File: src/rtl/pci_cfg_pkg.sv
package pci_cfg_pkg;
  localparam int DW_IDENT   = 0;
  localparam int DW_CMDSTAT = 1;
  localparam int DW_CLASS   = 2;
  localparam int DW_MISC    = 3;
  localparam int DW_BAR0    = 4;

  localparam logic [15:0] STATUS_RO = 16'h0290;
  localparam logic [7:0]  HDR_TYPE  = 8'h80;
  localparam logic [7:0]  CLS_RO    = 8'h00;
  localparam logic [7:0]  BIST_RO   = 8'h00;
  localparam int          CMD_BITS  = 3;

  typedef enum logic {LSEL_IDENT = 1'b0, LSEL_CLASS = 1'b1} loc_sel_e;
endpackage

File: src/rtl/pci_cfg_fmap.sv
module pci_cfg_fmap #(
  parameter int NUM_FUNC = 3,
  parameter int FN_W     = 2,
  parameter int CNT_W    = 2
) (
  input  logic [NUM_FUNC-1:0]              en_mask,
  output logic [CNT_W-1:0]                 fn_count,
  output logic [(2**FN_W)-1:0][FN_W-1:0]   phys_map
);
  localparam int NSLOT = 2**FN_W;

  always_comb begin
    logic [CNT_W-1:0] cnt;
    cnt      = '0;
    phys_map = '0;
    for (int p = 0; p < NUM_FUNC; p++) begin
      if (en_mask[p]) begin
        for (int s = 0; s < NSLOT; s++) begin
          if (cnt == CNT_W'(s)) phys_map[s] = FN_W'(p);
        end
        cnt = cnt + 1'b1;
      end
    end
    fn_count = cnt;
  end
endmodule

File: src/rtl/pci_cfg_func.sv
module pci_cfg_func
  import pci_cfg_pkg::*;
#(
  parameter logic [15:0] VID_RST   = 16'h11D4,
  parameter logic [15:0] DID_RST   = 16'h2192,
  parameter logic [7:0]  REV_RST   = 8'h00,
  parameter logic [23:0] CLASS_RST = 24'h078000,
  parameter int          BAR_LOG2  = 12,
  parameter int          DWA_W     = 6
) (
  input  logic             clk,
  input  logic             rst,
  input  logic             host_we,
  input  logic [DWA_W-1:0] host_dw,
  input  logic [3:0]       host_be,
  input  logic [31:0]      host_wdata,
  input  logic             loc_we,
  input  logic             loc_sel,
  input  logic [31:0]      loc_wdata,
  output logic [31:0]      rd_word
);
  localparam int BAR_HW = 32 - BAR_LOG2;
  localparam logic [BAR_LOG2-1:0] BAR_LOW = BAR_LOG2'(4'b1000);

  logic [15:0]         vid_q, did_q;
  logic [7:0]          rev_q, lat_q;
  logic [23:0]         cls_q;
  logic [CMD_BITS-1:0] cmd_q;
  logic [BAR_HW-1:0]   bar_q;
  logic [31:0]         bar_merge;

  always_comb begin
    bar_merge = {bar_q, BAR_LOW};
    for (int b = 0; b < 4; b++) begin
      if (host_be[b]) bar_merge[8*b +: 8] = host_wdata[8*b +: 8];
    end
  end

  always_ff @(posedge clk) begin
    if (rst) begin
      vid_q <= VID_RST;
      did_q <= DID_RST;
      rev_q <= REV_RST;
      cls_q <= CLASS_RST;
    end else if (loc_we) begin
      if (loc_sel == LSEL_IDENT) begin
        vid_q <= loc_wdata[15:0];
        did_q <= loc_wdata[31:16];
      end else begin
        rev_q <= loc_wdata[7:0];
        cls_q <= loc_wdata[31:8];
      end
    end
  end

  always_ff @(posedge clk) begin
    if (rst) begin
      cmd_q <= '0;
      lat_q <= '0;
      bar_q <= '0;
    end else if (host_we) begin
      case (int'(host_dw))
        DW_CMDSTAT: if (host_be[0]) cmd_q <= host_wdata[CMD_BITS-1:0];
        DW_MISC:    if (host_be[1]) lat_q <= host_wdata[15:8];
        DW_BAR0:    bar_q <= bar_merge[31:BAR_LOG2];
        default: ;
      endcase
    end
  end

  always_comb begin
    case (int'(host_dw))
      DW_IDENT:   rd_word = {did_q, vid_q};
      DW_CMDSTAT: rd_word = {STATUS_RO, {(16-CMD_BITS){1'b0}}, cmd_q};
      DW_CLASS:   rd_word = {cls_q, rev_q};
      DW_MISC:    rd_word = {BIST_RO, HDR_TYPE, lat_q, CLS_RO};
      DW_BAR0:    rd_word = {bar_q, BAR_LOW};
      default:    rd_word = '0;
    endcase
  end
endmodule

File: src/rtl/pci_cfg_header.sv
module pci_cfg_header #(
  parameter int          NUM_FUNC  = 3,
  parameter int          FN_W      = (NUM_FUNC > 1) ? $clog2(NUM_FUNC) : 1,
  parameter int          DWA_W     = 6,
  parameter int          BAR_LOG2  = 12,
  parameter logic [15:0] VID_RST   = 16'h11D4,
  parameter logic [15:0] DID_RST   = 16'h2192,
  parameter logic [7:0]  REV_RST   = 8'h00,
  parameter logic [23:0] CLASS_RST = 24'h078000
) (
  input  logic                clk,
  input  logic                rst,
  input  logic                cfg_req,
  input  logic                cfg_wr,
  input  logic [FN_W-1:0]     cfg_fn,
  input  logic [DWA_W-1:0]    cfg_dw,
  input  logic [3:0]          cfg_be,
  input  logic [31:0]         cfg_wdata,
  output logic [31:0]         cfg_rdata,
  output logic                cfg_rvalid,
  input  logic                loc_id_we,
  input  logic                loc_id_sel,
  input  logic [FN_W-1:0]     loc_fn,
  input  logic [31:0]         loc_id_data,
  input  logic                loc_mask_we,
  input  logic [NUM_FUNC-1:0] loc_mask,
  input  logic                loc_init_done
);
  localparam int NSLOT = 2**FN_W;
  localparam int CNT_W = $clog2(NUM_FUNC + 1);

  logic                          init_q;
  logic [NUM_FUNC-1:0]           mask_q;
  logic [CNT_W-1:0]              fn_count;
  logic [NSLOT-1:0][FN_W-1:0]    phys_map;
  logic [FN_W-1:0]               phys_sel;
  logic                          host_ok;
  logic [31:0]                   rd_words [NSLOT];

  always_ff @(posedge clk) begin
    if (rst) begin
      init_q <= 1'b0;
      mask_q <= '1;
    end else begin
      if (loc_init_done) init_q <= 1'b1;
      if (loc_mask_we && !init_q) mask_q <= loc_mask;
    end
  end

  pci_cfg_fmap #(.NUM_FUNC(NUM_FUNC), .FN_W(FN_W), .CNT_W(CNT_W)) u_fmap (
    .en_mask  (mask_q),
    .fn_count (fn_count),
    .phys_map (phys_map)
  );

  assign phys_sel = phys_map[cfg_fn];
  assign host_ok  = init_q && (int'(cfg_fn) < int'(fn_count));

  for (genvar p = 0; p < NSLOT; p++) begin : g_fn
    if (p < NUM_FUNC) begin : g_real
      logic hwe, lwe;
      assign hwe = cfg_req && cfg_wr && host_ok && (phys_sel == FN_W'(p));
      assign lwe = loc_id_we && !init_q && (loc_fn == FN_W'(p));
      pci_cfg_func #(
        .VID_RST(VID_RST), .DID_RST(DID_RST), .REV_RST(REV_RST),
        .CLASS_RST(CLASS_RST), .BAR_LOG2(BAR_LOG2), .DWA_W(DWA_W)
      ) u_func (
        .clk        (clk),
        .rst        (rst),
        .host_we    (hwe),
        .host_dw    (cfg_dw),
        .host_be    (cfg_be),
        .host_wdata (cfg_wdata),
        .loc_we     (lwe),
        .loc_sel    (loc_id_sel),
        .loc_wdata  (loc_id_data),
        .rd_word    (rd_words[p])
      );
    end else begin : g_none
      assign rd_words[p] = '1;
    end
  end

  always_ff @(posedge clk) begin
    if (rst) begin
      cfg_rdata  <= '0;
      cfg_rvalid <= 1'b0;
    end else begin
      cfg_rvalid <= cfg_req && !cfg_wr;
      if (cfg_req && !cfg_wr) cfg_rdata <= host_ok ? rd_words[phys_sel] : '1;
    end
  end
endmodule

File: config.mk
export PLATFORM = sky130hd
export DESIGN_NAME = pci_cfg_header
export DESIGN_NICKNAME = d
export VERILOG_FILES = /design/src/rtl/pci_cfg_pkg.sv /design/src/rtl/pci_cfg_fmap.sv /design/src/rtl/pci_cfg_func.sv /design/src/rtl/pci_cfg_header.sv
export SDC_FILE = /design/constraint.sdc
export NUM_CORES = 1
export LEC_CHECK = 0
export CORE_ASPECT_RATIO = 0.5
export CORE_MARGIN = 4
export CORE_UTILIZATION = 58
export CTS_BUF_LIST = sky130_fd_sc_hd__clkbuf_8 sky130_fd_sc_hd__clkbuf_16
export DETAILED_ROUTE_END_ITERATION = 12
export GPL_ROUTABILITY_DRIVEN = 0
export PLACE_DENSITY = 0.8
export SYNTH_ARGS = -nofsm -noshare
export SYNTH_HDL_FRONTEND = slang
export SYNTH_SLANG_ARGS = --single-unit
File: constraint.sdc
create_clock -name clk -period 3.35 [get_ports clk]
set_input_delay 1.005 -clock clk [delete_from_list [all_inputs] [get_ports clk]]
set_output_delay 1.005 -clock clk [all_outputs]
set_load 0.1 [all_outputs]
# After elaboration in Yosys (flattened, before gate mapping)
# Cells that the tools add are included.
# totals
register_bits	322
out_inout_bits	33
# op_classes
order_cmp	3
add_sub_neg	2
muxes	22
bitwise_logic	2
n_eq_ne	14
n_reduce_logical	40
# op_table
op	count
$pmux W32 S5	3
$mux W32	3
$bmux W32 S2	1
$reduce_and A3 Y1	15
$mux W8	2
$mux W2	7
$eq A6 B2 Y1 const B	2
$logic_and A1 B1 Y1	12
$reduce_and A2 Y1	6
$eq A2 B2 Y1 const B	4
$logic_not A2 Y1	4
$eq A2 B1 Y1 const B	3
$eq A6 B1 Y1 const B	1
$eq A6 B3 Y1 const B	1
$logic_not A6 Y1	1
$mux W1	5
$bmux W2 S2	1
$eq A1 B2 Y1 const B	2
$ge A3 B3 Y1 const B	1
$lt A2 B3 Y1 const B	1
$not A2 Y3	1
$add A1 B1 Y2 const B	1
$add A2 B1 Y2 const B	1
$logic_not A1 Y1	2
other kinds (3)	3

# Longest topological paths before layout
# Gate-level depths: netlist of the first run.
# depth
ltp_word	13
depth_mapped	11
depth_no_buf	10

# By module
# A second synthesis of the first run with hierarchy kept.
# hier_totals
hier_cells	1766
area_unflattened_um2	15163.3
# by_module_without_submodules
module	cells_per_inst	area_each_um2	seq_area_each_um2	instances
pci_cfg_func	513	4335.4	1901.8	3
pci_cfg_header	211	2028.2	740.7	1
pci_cfg_fmap	16	128.9	0.0	1

# Worst setup path before layout of the first run
# Ideal clock, no wire load.
# synth_timing
path_type	input -> register
start	input port cfg_dw[3]
end	register g_fn[0].g_real.u_func.bar_q[19]
t_required_ns	3.222
setup_slack_ns	0.487
n_path_buf	2
cell_stages	8
t_arrival_ns	2.735
setup_ns	0.128
path_cell_list	or3_1 > buf_2 > nor4_4 > buf_6 > nand2_4 > nor3_4 > mux2i_1 > nor2_1
# synth_via
elab_chain_len	2
# synth_lines
item	line	rtl
start, declared	pci_cfg_header.sv:16	input logic [DWA_W-1:0] cfg_dw,
$eq A6 B3 Y1	pci_cfg_func.sv:62	case (int'(host_dw))
$reduce_and A3 Y1 (no line)	n/a	
end signal, assigned	pci_cfg_func.sv:65	DW_BAR0: bar_q <= bar_merge[31:BAR_LOG2];
end, declared	pci_cfg_func.sv:29	logic [BAR_HW-1:0] bar_q;
# Every way passes these cells.
# A chain may end at the register's enable or synchronous reset.

# Final worst setup path of the first run
# layout_timing
start	input port cfg_fn[1]
end	register cfg_rdata[16]
# layout_via
elab_chain_len	7
word_cells_on_any_way	9
# layout_lines
item	line	rtl
start, declared	pci_cfg_header.sv:15	input logic [FN_W-1:0] cfg_fn,
$bmux W2 S2	pci_cfg_header.sv:56	assign phys_sel = phys_map[cfg_fn];
$mux W2 (not written as such)	pci_cfg_header.sv:56	
$not A2 Y3 (not written as such)	pci_cfg_header.sv:90	if (cfg_req && !cfg_wr) cfg_rdata <= host_ok ? rd_words[phys_sel] : '1;
$bmux W32 S2	pci_cfg_header.sv:90	
$mux W32 (not written as such) (2 in series)	pci_cfg_header.sv:90	
$mux W32 *	pci_cfg_header.sv:90	
end signal, assigned	pci_cfg_header.sv:90	
end, declared	pci_cfg_header.sv:19	output logic [31:0] cfg_rdata,
# Mark *: on every way between the ends. The rest lies on a longest branch, timed or not. The select of a mux whose other input is x is not followed.

==> metrics, run 1 <==
run status=finished clean; buffers from clock root to sink, at most=3; overflow left after global routing=0; classification of the worst setup path=in2reg; remaining antenna violation count=0; worst endpoint required time=3.73 ns; count of yosys warnings during synthesis=0; critical path peak fanout=8; Worst Hold Slack=0.454 ns; leakage component of the power=6.08 nW; number of clock buffers inserted by TritonCTS=28; filler cell count=1696; share of the synthesized area in the top cell type=46.5%; top_reg_cell synth=dfxtp_1; global routing usage summed across all routing layers=32.7%; Buffers on Ports=116; ys async rst share=0%; remaining max-slew budget at the tightest pin=30.1%; antenna cells=0; Clock transition at path regs=0.07 ns; floorplan die width=227 um; Row Count=39; setup repair after global routing missed its margin=false; library cell used as clock root buffer=clkbuf_16; share of the clock period used by the worst path after layout=91.9%; TritonCTS clock tree=done; hpwl dp=27.4 mm; total count of max-transition violations in the final report=0; sinks on the clock net=322; Hold Fails Final Rpt=0; fraction of final layout cells sized beyond drive strength 1=12.3%; number of global-route vias before repair=13100; crit-path cells=clkdlybuf4s50_1 -> ha_1 -> nor2b_1 -> nand3_1 -> buf_4 -> nor2_1 -> a2111oi_1; vias post-DR=13200; multi-input gate area in the final layout=0.00687 mm2; worst setup skew after layout=0.00949 ns; number of top-level design ports=122; Seq/Total Area, Yosys=46.5%; number of enable flip-flop cells after synthesis=0; transition time at the pin with the least slew margin=1.05 ns; number of levels the H-tree was split into=1; Die Height=117 um; Post CTS Setup Buffer Count=0; worst-path cell with the longest stage delay=nor2_1; Worst setup SP type=primary input; routed wire length on met3=4.56 mm; layout net count=1852; Skew-Pair Late Insertion Delay=0.56 ns; detailed-routing wirelength on met1=17.1 mm; Finish-stage setup viols=0; reported max-cap violation count=0; Post-Route WL=44.2 mm; crit-path leading delay family=simple AND/OR/NAND/NOR gates; achievable clock frequency=0.325 GHz; Synth cell types=60; path type of the worst min-delay path=reg2reg; number of design rule violations left after detail routing=0; Top Metal Used=met4; synthesized netlist cell count=1639; global-route wire length before repair=68.8 mm; largest net degree at the start of global routing=151; Final TNS setup=0 ns; Final min period=3.08 ns; nature of the critical path endpoint=flip-flop; area added between synthesis and finish=20.9%; Initial Utilization=59.9%; top cells by area in the synthesized netlist=dfxtp_1, nand2_1, mux2i_1; area of the die=0.0266 mm2; drt first pass iters=6; detailed route wirelength on metal2=20.6 mm; slowest stage delay, CP=0.67 ns; via density per instance=6.31; biggest area consumer among synthesized cells=dfxtp_1; post-CTS sizing=0; highest-count cells in the layout ignoring fill and taps=nand2_1, dfxtp_1, a21oi_1; CP Buf/Inv Count=2; pwr dens=510 mW/mm2; Avg WL per Cell=21.2 um; FF+latch count, synth=322; Post-Syn Area=0.0138 mm2; core region area=0.0231 mm2; First DRT Iteration DRCs=1488; initial antenna violation count=0; Data arrival, critical path=3.46 ns; peak supply drop=0.334 mV; Mapped Nets=1733; most common cell after layout, fill and taps aside=nand2_1; average instance area after synthesis=8.45 um2; count of hold buffers inserted by post-cts repair=0; final standard cell utilization of the core=72.4%; Sequential Area=0.00645 mm2
flip-flops by register name, indices dropped and copies added (netlist names), 3 cells and up:
signal and flops:
g_fn.g_real.u_func.lat_q 24, g_fn.g_real.u_func.bar_q 60, g_fn.g_real.u_func.cmd_q 9, cfg_rdata 32, g_fn.g_real.u_func.rev_q 24, mask_q 3, g_fn.g_real.u_func.vid_q 48, g_fn.g_real.u_func.cls_q 72
g_fn.g_real.u_func.did_q 48
stage by stage:
| step | power (W) | cell area (um2) | setup WS [ns] | std cells |
|---|---|---|---|---|
| floorplan | 0.00472 | 13800 | 0.487 | 1639 |
| global placement | 0.00515 | 15800 | -0.165 | 2035 |
| detailed placement | 0.00518 | 15800 | -0.226 | 2035 |
| CTS | 0.00853 | 16700 | 0.362 | 2085 |
| global route | 0.00878 | 16700 | 0.193 | 2085 |
| finish | 0.00854 | 16700 | 0.270 | 2085 |
cell families (layout without fill, tap and decap cells):
kind of cell             count (synthesis)  count (layout)  share of synthesized area [%]
XOR/XNOR                                 1               1                         0.0633
adder cells (fa/ha/maj)                  5               5                          0.452
AO/OA/AOI/OAI                          361             361                           17.7
flip-flops                             322             322                           46.5
buffers and inverters                  129             268                           4.11
AND/OR/NAND/NOR                        718             718                           23.6
multiplexers                           103             103                           7.50
final timing paths:
path,startpoint,end,slack [ns],depth (start not counted)
setup / recovery,cfg_fn[1],cfg_rdata[16],0.27,7
setup reg to reg,mask_q[0],cfg_rdata[16],0.54,10
hold / removal,g_fn[1].g_real.u_func.cls_q[23],g_fn[1].g_real.u_func.cls_q[23],0.45,2
hold reg to reg,g_fn[1].g_real.u_func.cls_q[23],g_fn[1].g_real.u_func.cls_q[23],0.45,2
report_power, final:
group	leakage, nW	internal (W)	total (W)	switching (W)
registers	2.61	0.00391	0.00396	0.0000497
logic	2.98	0.000397	0.00116	0.000766
clock network	0.498	0.00196	0.00342	0.00146
cell type report:
class / instances / share of cell area [%]
well taps: 307 / 2.29
clock inverters: 17 / 1.08
inverters: 3 / 0.0673
repair buffers: 215 / 12.3
clock buffers: 33 / 4.66
multi-input cells: 1188 / 41.1
flip-flops and latches: 322 / 38.5
layer usage:
layer | up-vias | GRT usage, %
li1 | 5970 | -
met1 | 6230 | 40.7
met2 | 800 | 55.8
met3 | 166 | 6.43
met4 | 0 | 15.0
met5 | - | 0
cell usage after synthesis, drive strengths merged (2+ instances only):
library cell	instances
nand2	437
dfxtp	322
a21oi	161
nor2	146
mux2i	97
clkbuf	91
nand3b	47
a221oi	41
buf	35
a22oi	27
nor3	25
a221o	23
a211oi	18
o21ai	18
nand3	15
a31oi	14
a22o	10
a2111oi	9
nor4	8
and3	7
nand2b	7
o32a	7
mux2	6
o21a	6
a211o	5
ha	5
nand4b	5
nor2b	5
or3	5
or4	5
a222oi	4
o2111ai	4
o21bai	4
inv	3
or2	3
nor3b	2
o211ai	2
o22ai	2
worst register-to-register path, delay by kind of cell, from the launching register on:
kind                       cells  cell delay, ns
and+or+nand+nor                4            1.26
DFF                            1            0.34
adders and majority gates      2            0.40
buffers and inverters          2            0.34
AOI/OAI and AO/OA              2            0.29
Note: power is estimated with default switching activity, not from simulation.
==> inputs of run 2 (changes only) <==
==> constraint.sdc (replaced) <==
create_clock -name clk -period 3.02 [get_ports clk]
set_input_delay 0.906 -clock clk [delete_from_list [all_inputs] [get_ports clk]]
set_output_delay 0.906 -clock clk [all_outputs]
set_load 0.1 [all_outputs]
==> metrics, run 2 (synthesis gave the netlist of run 1 again) <==
Final min period=2.90 ns; achievable clock frequency=0.345 GHz; post-route worst setup slack=0.125 ns; area added between synthesis and finish=22.7%; vias post-DR=13400; Post-Place Cell Area=0.0160 mm2; number of design rule violations left after detail routing=0; total count of max-transition violations in the final report=0; largest registers=g_fn.g_real.u_func.cls_q (72), g_fn.g_real.u_func.bar_q (60); Hold Fails Final Rpt=0; Sequential Area=0.00645 mm2; classification of the worst setup path=in2reg; number of global-route vias before repair=13200; pwr dens=554 mW/mm2; nature of the critical path endpoint=flip-flop; Row Count=39; remaining antenna violation count=0; worst setup skew after layout=0.00733 ns; initial antenna violation count=0; most common cell after layout, fill and taps aside=nand2_1; Die Height=117 um; path type of the worst min-delay path=reg2reg; core region area=0.0231 mm2; TritonCTS clock tree=done; number of top-level design ports=122; Finish-stage setup viols=0; library cell used as clock root buffer=clkbuf_16; share of the clock period used by the worst path after layout=95.9%; Clock transition at path regs=0.07 ns; overflow left after global routing=0; Avg WL per Cell=21.0 um; flip-flop count of the largest register after layout=72; number of clock buffers inserted by TritonCTS=27; largest net degree at the start of global routing=99; critical path peak fanout=21; layout net count=1885; hpwl dp=28.9 mm; leakage component of the power=6.24 nW; floorplan die width=227 um; First DRT Iteration DRCs=1558; count of hold buffers inserted by post-cts repair=0; filler cell count=1708; worst endpoint required time=3.46 ns; fraction of final layout cells sized beyond drive strength 1=14.1%; antenna cells=0; transition time at the pin with the least slew margin=0.959 ns; global routing usage summed across all routing layers=32.7%; Skew-Pair Late Insertion Delay=0.55 ns; Data arrival, critical path=3.34 ns; multi-input gate area in the final layout=0.00688 mm2; peak supply drop=0.396 mV; buffers from clock root to sink, at most=3; area of the die=0.0266 mm2; number of levels the H-tree was split into=1; drt first pass iters=6; Top reg by flops=g_fn.g_real.u_func.cls_q; run status=finished clean; Final Cell Area=0.0170 mm2; Buffers on Ports=116; Worst setup SP type=primary input; via density per instance=6.31; worst setup slack after placement=-0.412 ns; remaining max-slew budget at the tightest pin=35.8%; Initial Utilization=59.9%; global-route wire length before repair=69.3 mm; post-layout total power=0.00941 W; reported max-cap violation count=0; highest-count cells in the layout ignoring fill and taps=nand2_1, dfxtp_1, a21oi_1; sinks on the clock net=322; Post-Route WL=44.6 mm
run 2: cell types whose count changed in the layout (fill, tap and decap cells not counted):
cell / change
clkbuf_16: -1
inv_1: -1
or3_4: +1
clkinv_2: -1
nor4_1: -1
nor4_2: +1
buf_6: +1
clkinv_4: +1
clkbuf_8: +1
buf_4: +33
or3_1: -1
buf_12: -1
clkinvlp_4: +1
run 2: critical path, cell delays in order:
cell,delay [ns]
clkdlybuf4s50_1,0.44
or4_4,0.60
nor3b_4,0.27
buf_12,0.23
buf_4,0.18
nand2_1,0.07
a31oi_1,0.16
o211ai_1,0.15
a211oi_1,0.30
run 2: path summary, 6_finish.rpt:
kind                              startpoint                              end  slack, ns  cells past startpoint
min reg2reg  g_fn[2].g_real.u_func.did_q[11]  g_fn[2].g_real.u_func.did_q[11]       0.46                      2
min          g_fn[2].g_real.u_func.did_q[11]  g_fn[2].g_real.u_func.did_q[11]       0.46                      2
max                                cfg_dw[3]                     cfg_rdata[0]       0.12                      9
max reg2reg                        mask_q[1]                     cfg_rdata[0]       0.40                      9
run 2: cell type report:
class                           instances  share of cell area (%)
Clock buffer                           32                    4.38
Clock inverter                         17                    1.10
Inverter                                3                  0.0663
Multi-Input combinational cell       1188                    40.5
Sequential cell                       322                    38.0
Tap cell                              307                    2.26
Timing Repair Buffer                  249                    13.7
run 2: metrics by stage:
stage | setup TNS (ns) | utilization, % | hold WS [ns] | std cells
after floorplan | 0 | - | 0.433 | 1639
after global placement | -25.21 | 69.3 | 0.438 | 2067
after detailed placement | -31.67 | 69.3 | 0.446 | 2067
after CTS | 0 | 73.3 | 0.456 | 2116
after global routing | -0.0228 | 73.4 | 0.474 | 2118
final | 0 | 73.4 | 0.457 | 2118
run 2: layer usage:
metal	up-vias	part of all wire, %	track usage [%]
met4	0	4.1	14.0
met2	780	47	56.2
met3	157	11	6.43
li1	6045	-	-
met5	-	0	0
met1	6374	39	41.0
run 2: repair_timing:
action / CTS / global route
setup endpoints to repair: 0 / 2
buffers inserted: 0 / 1
resized for setup: 0 / 3
run 2: power breakdown:
part           switching (W)  internal (W)  total (W)  leakage, nW
Clock                0.00160       0.00210    0.00370        0.476
Combinational       0.000862      0.000469    0.00133         3.16
Sequential         0.0000519       0.00433    0.00438         2.61
Total                0.00251       0.00690    0.00941         6.24
